### src/rtl/pmt_pkg.sv
package pmt_pkg;

    // activity state shared by the prescaler and the main counter
    typedef enum logic [1:0] {
        CTL_CLEAR  = 2'd0,
        CTL_FREEZE = 2'd1,
        CTL_RUN    = 2'd2
    } ctl_e;

endpackage

### src/rtl/pmt_ctl.sv
module pmt_ctl
    import pmt_pkg::*;
(
    input  logic en,
    input  logic hold,
    input  logic clr,
    input  logic done,
    output ctl_e ctl
);

    always_comb begin
        if (clr || !en) begin
            ctl = CTL_CLEAR;
        end else if (hold || done) begin
            ctl = CTL_FREEZE;
        end else begin
            ctl = CTL_RUN;
        end
    end

endmodule

### src/rtl/pmt_prescaler.sv
module pmt_prescaler
    import pmt_pkg::*;
#(
    parameter int PSC_W = 4
) (
    input  logic             clk,
    input  logic             rst_n,
    input  ctl_e             ctl,
    input  logic [PSC_W-1:0] limit,
    output logic             tick
);

    typedef struct packed {
        logic [PSC_W-1:0] psc;
        logic             tick;
    } psc_st_t;

    psc_st_t st_d, st_q;

    always_comb begin
        st_d = st_q;
        unique case (ctl)
            CTL_CLEAR: begin
                st_d = '0;
            end
            CTL_FREEZE: begin
                st_d = st_q;    // an unconsumed tick is kept pending
            end
            default: begin
                if (st_q.psc == limit) begin
                    st_d.psc  = '0;
                    st_d.tick = 1'b1;
                end else begin
                    st_d.psc  = st_q.psc + 1'b1;
                    st_d.tick = 1'b0;
                end
            end
        endcase
    end

    always_ff @(posedge clk or negedge rst_n) begin
        if (!rst_n) begin
            st_q <= '0;
        end else begin
            st_q <= st_d;
        end
    end

    assign tick = st_q.tick;

    AST_PSC_WRAP: assert property (@(posedge clk) disable iff (!rst_n)
        (ctl == CTL_RUN && st_q.psc == limit) |=> (st_q.psc == '0 && st_q.tick));

    AST_PSC_FREEZE: assert property (@(posedge clk) disable iff (!rst_n)
        (ctl == CTL_FREEZE) |=> ($stable(st_q.psc) && $stable(st_q.tick)));

    AST_PSC_CLEAR: assert property (@(posedge clk) disable iff (!rst_n)
        (ctl == CTL_CLEAR) |=> (st_q.psc == '0 && !st_q.tick));

endmodule

### src/rtl/pmt_counter.sv
module pmt_counter
    import pmt_pkg::*;
#(
    parameter int CNT_W = 32
) (
    input  logic             clk,
    input  logic             rst_n,
    input  ctl_e             ctl,
    input  logic             tick,
    input  logic             one_shot,
    input  logic [CNT_W-1:0] limit,
    output logic [CNT_W-1:0] cnt,
    output logic             hit,
    output logic             done
);

    typedef struct packed {
        logic [CNT_W-1:0] cnt;
        logic             hit;
        logic             done;
    } cnt_st_t;

    cnt_st_t          st_d, st_q;
    logic [CNT_W-1:0] nxt;

    always_comb begin
        nxt = (st_q.cnt == limit) ? '0 : st_q.cnt + 1'b1;
    end

    always_comb begin
        st_d     = st_q;
        st_d.hit = 1'b0;
        unique case (ctl)
            CTL_CLEAR: begin
                st_d = '0;
            end
            CTL_FREEZE: begin
                st_d.hit = 1'b0;
            end
            default: begin
                if (tick) begin
                    st_d.cnt = nxt;
                    if (nxt == limit) begin
                        st_d.hit  = 1'b1;
                        st_d.done = one_shot;
                    end
                end
            end
        endcase
    end

    always_ff @(posedge clk or negedge rst_n) begin
        if (!rst_n) begin
            st_q <= '0;
        end else begin
            st_q <= st_d;
        end
    end

    assign cnt  = st_q.cnt;
    assign hit  = st_q.hit;
    assign done = st_q.done;

    AST_CNT_STEP: assert property (@(posedge clk) disable iff (!rst_n)
        (ctl == CTL_RUN && tick && st_q.cnt != limit) |=> (st_q.cnt == $past(st_q.cnt) + 1'b1));

    AST_CNT_WRAP: assert property (@(posedge clk) disable iff (!rst_n)
        (ctl == CTL_RUN && tick && st_q.cnt == limit) |=> (st_q.cnt == '0));

    AST_HIT_AT_LIMIT: assert property (@(posedge clk) disable iff (!rst_n)
        st_q.hit |-> (st_q.cnt == $past(limit)));

    AST_HIT_NEEDS_TICK: assert property (@(posedge clk) disable iff (!rst_n)
        st_q.hit |-> $past(tick && ctl == CTL_RUN));

    AST_ONESHOT_QUIET: assert property (@(posedge clk) disable iff (!rst_n)
        (st_q.done && ctl != CTL_CLEAR) |=> (!st_q.hit && $stable(st_q.cnt)));

    AST_FREEZE_STILL: assert property (@(posedge clk) disable iff (!rst_n)
        (ctl == CTL_FREEZE) |=> ($stable(st_q.cnt) && !st_q.hit));

endmodule

### src/rtl/pmt_timer.sv
module pmt_timer
    import pmt_pkg::*;
#(
    parameter int PSC_W = 4,
    parameter int CNT_W = 32
) (
    input  logic             clk,
    input  logic             rst_n,
    input  logic             en,
    input  logic             hold,
    input  logic             clr,
    input  logic             one_shot,
    input  logic [PSC_W-1:0] presc_lim,
    input  logic [CNT_W-1:0] match_val,
    output logic [CNT_W-1:0] count,
    output logic             irq,
    output logic             dma_evt,
    output logic             match
);

    ctl_e ctl;
    logic tick;
    logic hit;
    logic done;

    pmt_ctl i_ctl (
        .en   (en),
        .hold (hold),
        .clr  (clr),
        .done (done),
        .ctl  (ctl)
    );

    pmt_prescaler #(.PSC_W(PSC_W)) i_presc (
        .clk   (clk),
        .rst_n (rst_n),
        .ctl   (ctl),
        .limit (presc_lim),
        .tick  (tick)
    );

    pmt_counter #(.CNT_W(CNT_W)) i_cnt (
        .clk      (clk),
        .rst_n    (rst_n),
        .ctl      (ctl),
        .tick     (tick),
        .one_shot (one_shot),
        .limit    (match_val),
        .cnt      (count),
        .hit      (hit),
        .done     (done)
    );

    assign irq     = hit;
    assign dma_evt = hit;
    assign match   = hit;

    AST_CLR_ZERO: assert property (@(posedge clk) disable iff (!rst_n)
        clr |=> (count == '0 && !irq));

    AST_OFF_ZERO: assert property (@(posedge clk) disable iff (!rst_n)
        !en |=> (count == '0 && !irq));

    AST_PULSES_AGREE: assert property (@(posedge clk) disable iff (!rst_n)
        (irq == dma_evt) && (irq == match));

endmodule

### config.mk
export PLATFORM = sky130hd
export DESIGN_NAME = pmt_timer
export DESIGN_NICKNAME = d
export VERILOG_FILES = /design/src/rtl/pmt_pkg.sv /design/src/rtl/pmt_ctl.sv /design/src/rtl/pmt_prescaler.sv /design/src/rtl/pmt_counter.sv /design/src/rtl/pmt_timer.sv
export SDC_FILE = /design/constraint.sdc
export NUM_CORES = 1
export LEC_CHECK = 0
export BUFFER_PORTS_ARGS = -buffer_cell sky130_fd_sc_hd__buf_4
export CORE_ASPECT_RATIO = 0.75
export CORE_UTILIZATION = 50
export CTS_BUF_LIST = sky130_fd_sc_hd__clkbuf_4
export CTS_CLUSTER_DIAMETER = 40
export DETAILED_ROUTE_END_ITERATION = 6
export HOLD_SLACK_MARGIN = 0.15
export PLACE_DENSITY = 0.7
export RECOVER_POWER = 50
export SLEW_MARGIN = 20
export SYNTH_ARGS = -nofsm -noshare
export SYNTH_HDL_FRONTEND = slang
export SYNTH_SLANG_ARGS = --single-unit
### constraint.sdc
create_clock -name clk -period 7.8 [get_ports clk]
set_clock_uncertainty 0.15 [all_clocks]
set_input_delay 0.78 -clock clk [delete_from_list [all_inputs] [get_ports clk]]
set_output_delay 0.78 -clock clk [all_outputs]
set_load 0.005 [all_outputs]
; Word level (Yosys, flattened, before mapping)
; Cells that the tools add are included.
[totals]
regBits = 39
latchBits = 0
ramBits = 0
mem_bits_ro = 0
inputBits = 42
output_inout_bits = 35
elab_cells = 31
mem_count = 0
[op_classes]
n_addsub = 2
multipliers = 0
div_mod_pow = 0
order_cmp = 0
eq_ne = 4
shifts = 0
n_mux = 10
bitwise = 1
reduce_logical = 9
[ops]
columns = op, n
row1 = $eq A32 B32 Y1, 2
row2 = $pmux W32 S2, 1
row3 = $mux W34, 1
row4 = $add A32 B1 Y32 const B, 1
row5 = $mux W32, 1
row6 = $pmux W5 S2, 1
row7 = $mux W2, 3
row8 = $mux W5, 1
row9 = $add A4 B1 Y4 const B, 1
row10 = $eq A4 B4 Y1, 1
row11 = $reduce_bool A2 Y1, 2
row12 = $reduce_and A3 Y1, 1
row13 = $eq A2 B1 Y1 const B, 1
row14 = $logic_not A2 Y1, 1
row15 = $logic_or A1 B1 Y1, 2
row16 = $pmux W1 S2, 1
row17 = $reduce_and A2 Y1, 1
row18 = $reduce_or A2 Y1, 1
row19 = $logic_not A1 Y1, 1
row20 = $mux W1, 1
row21 = $not A1 Y1, 1

; Logic depth before layout (Yosys ltp)
[depth]
depth_word = 6
ltp_mapped = 13
mapped_depth_nobuf = 10

; Cells and area by module
; A second synthesis with hierarchy kept.
[unflattened]
cells_unflattened = 490
area_unflattened_um2 = 4077.7
[by_module_without_submodules]
columns = module, n_inst, cells_each, area_each_um2
row1 = pmt_counter, 1, 455, 3724.8
row2 = pmt_prescaler, 1, 29, 306.5
row3 = pmt_ctl, 1, 4, 31.3
row4 = pmt_timer, 1, 2, 15.0

; Worst setup path after synthesis
; OpenSTA, ideal clock, no wires.
[synth_timing]
kind = input -> register
start = input port match_val[29]
end = register i_cnt.st_q, in the netlist i_cnt.hit
t_arrival_ps = 2963
required_ps = 7581
path_slack_ps = 4618
stages = 10
n_path_buf = 1
path_cell_list = xnor2_1 -> nand4_1 -> or4_1 -> or2_1 -> buf_6 -> a221oi_2 -> nand4_1 -> a2111oi_2 -> nand2_1 -> and4b_1
[synth_rtl]
columns = item, line_no
row1 = from (decl), pmt_timer.sv:14  ; input logic [CNT_W-1:0] match_val,
row2 = to (signal assigned), pmt_counter.sv:56  ; st_q <= st_d;
row3 = to (decl), pmt_counter.sv:23  ; cnt_st_t st_d, st_q;

==> metrics <==
status finished, violations left; violated checks max-capacitance violations, max-slew violations; diodes inserted 0; Worst-path clk slew 0.15 ns; #FFs+latches synth 39; core area between 7000 and 8000 sq um; DR vias just over 4000; top cells by area, synth dfrtp_1 25%, xnor2_1 8.6%, o21ai_0 7.1%; WL final between 10000 and 15000 microns; fin util approximately 61%; first-pass GRT wire length 20400 microns; RSZ-0062 raised after global routing false; H-tree Lvls 2; RD Place Congestion between 0.9 and 1; LEAKAGE approximately 1.9 nW; period utilisation layout between 50% and 60%; # hold bufs at CTS 0; Synth Area per Inst 7.96 sq um; remaining antenna violation count after routing 0; syn nets ~530; buffers added on ports 76; GRT Overall Usage between 30% and 40%; # IOs 77; routed len/inst 19.9 microns; die width between 100 and 150 microns; Skew-Pair Late Insertion Delay ~0.37 ns; PD cells 98.6 nW/um^2; crit path time final around 4.0 ns; initial antenna violation count 0; Crit path arrival time roughly 4.2 ns; synth warn 0; kind of critical path reg -> reg; top-count cell post-synth o21ai_0; crit-path max FO 10; CP required ~8 ns; final slew viol count 40; Min-Delay Path Class reg -> reg; count of cell types in the netlist 70; layout cells sized above 1 ~21%; Final nets between 500 and 600; Mapped Area between 3000 and 4000 sq um; overall die area around 8100 sq um; Max Freq about 250 MHz; Clock Tree Root clkbuf_4; Die Span Y 78.4 microns; share of synthesized registers carrying an async set or reset 100%; PostCTS Resize Cnt 0; initial core utilization between 50 and 60%; CTS tree done; total CTS buffers 5; share of the synthesized area in the top cell type between 20 and 30%; final hold viol count 0; area leader, netlist dfrtp_1; largest net degree at the start of global routing 40; Final TNS setup 0 ns; crit start category flip-flop; Setup crit end kind flip-flop; post-synthesis cell count around 500; max_cap viols 1; Area Growth Syn to Fin 15.6%; VDD IR max just under 0.06 mV; vias in the first global route between 3000 and 4000; final setup violating endpoints 0; sequential area share after synthesis between 20 and 30%; setup repair bufs after CTS 0; Final HPWL DP 9390 microns; Post-synth EDFFs 0; vias per cell 6.33; CTS sink cnt 39; worst-margin pin slew approximately 2.3 ns; DRC Markers 0; Clock Tree Buf Depth 2; initial DRC count 330; TritonRoute pass-1 iters 4; prevailing post-synth register cell dfrtp_1; max_slew headroom -53.7%; Post-synth top cells 55 x o21ai_0, 53 x nand2_1, 40 x nor2_1; Congestion Overflow GR 0; num rows 27
-- where the power goes --
part           switching (mW)  leakage [nW]  internal (mW)
Sequential           0.000661         0.545          0.203
Clock                  0.0768        0.0559          0.104
Combinational          0.0328          1.31         0.0272
-- flip-flops by register name, summed over array words and instances, names as in the netlist --
signal	flops
i_cnt.done	1
i_presc.tick	1
i_cnt.cnt	32
i_presc.st_q	4
i_cnt.hit	1
-- logic make-up after synthesis --
logic type,count (synthesis),synth area share (%)
AND/OR/NAND/NOR,203,29.6
AO/OA/AOI/OAI,126,21.8
XOR/XNOR,69,16.1
buffers and inverters,47,6.01
flip-flops,39,25.1
multiplexers,3,0.804
adder cells (fa/ha/maj),2,0.643
-- per-layer routing --
layer	vias to the layer above	global-route usage (%)	share of wire (%)
li1	1876	-	-
met4	0	6.71	1.2
met1	1943	49.8	48
met5	-	0	0
met2	199	46.0	41
met3	15	5.56	9.0
-- path summary, 6_finish.rpt --
path,slack (ns),startpoint,endpoint,cells after the start
min reg2reg,0.42,i_presc.st_q[4],i_presc.st_q[4],2
min in group asynchronous,0.92,rst_n,i_cnt.cnt[11],1
max,3.77,i_cnt.cnt[0],i_cnt.hit,10
max in group asynchronous,5.24,rst_n,i_cnt.cnt[27],1
max reg2reg,3.77,i_cnt.cnt[0],i_cnt.hit,10
min,0.42,i_presc.st_q[4],i_presc.st_q[4],2
-- cell usage in the layout, fill, tap and decap left out, drive strengths merged, types with 7 or more instances in the layout --
| cell | count |
|---|---|
| a21oi | 7 |
| and3 | 7 |
| buf | 59 |
| clkbuf | 24 |
| dfrtp | 39 |
| inv | 9 |
| nand2 | 53 |
| nand2b | 8 |
| nand3 | 17 |
| nand4 | 15 |
| nor2 | 40 |
| nor3 | 13 |
| nor4 | 16 |
| o21ai | 56 |
| o31ai | 7 |
| xnor2 | 39 |
| xor2 | 29 |
-- critical path: stages, from the launching register on --
cell	delay, ns
dfrtp_1	0.62
ha_1	0.42
nand4_4	0.22
or3_1	0.68
nor4_4	0.56
xor2_1	0.21
and4bb_1	0.20
o21ai_1	0.09
a211oi_1	0.49
nand2_1	0.11
and4b_1	0.26
-- stage by stage --
| stage | power, mW | hold WS (ns) | std cells | setup WS [ns] | area (sq um) |
|---|---|---|---|---|---|
| global route | 0.461 | 0.447 | 637 | 3.52 | 4500 |
| finish | 0.444 | 0.417 | 637 | 3.77 | 4500 |
| CTS | 0.445 | 0.241 | 637 | 3.87 | 4510 |
| floorplan | 0.230 | 0.334 | 489 | 4.62 | 3890 |
| detailed placement | 0.266 | 0.385 | 629 | 3.50 | 4400 |
| global placement | 0.266 | 0.381 | 629 | 3.60 | 4400 |
-- cell type report --
class / instances / area (sq um)
Clock inverter: 2 / 60.1
Timing Repair Buffer: 77 / 571
Inverter: 9 / 33.8
Sequential cell: 39 / 976
Multi-Input combinational cell: 403 / 2690
Clock buffer: 6 / 45.0
Tap cell: 101 / 126
Fill cell: 717 / 2930
No activity file was read; power rests on OpenSTA's default activity.
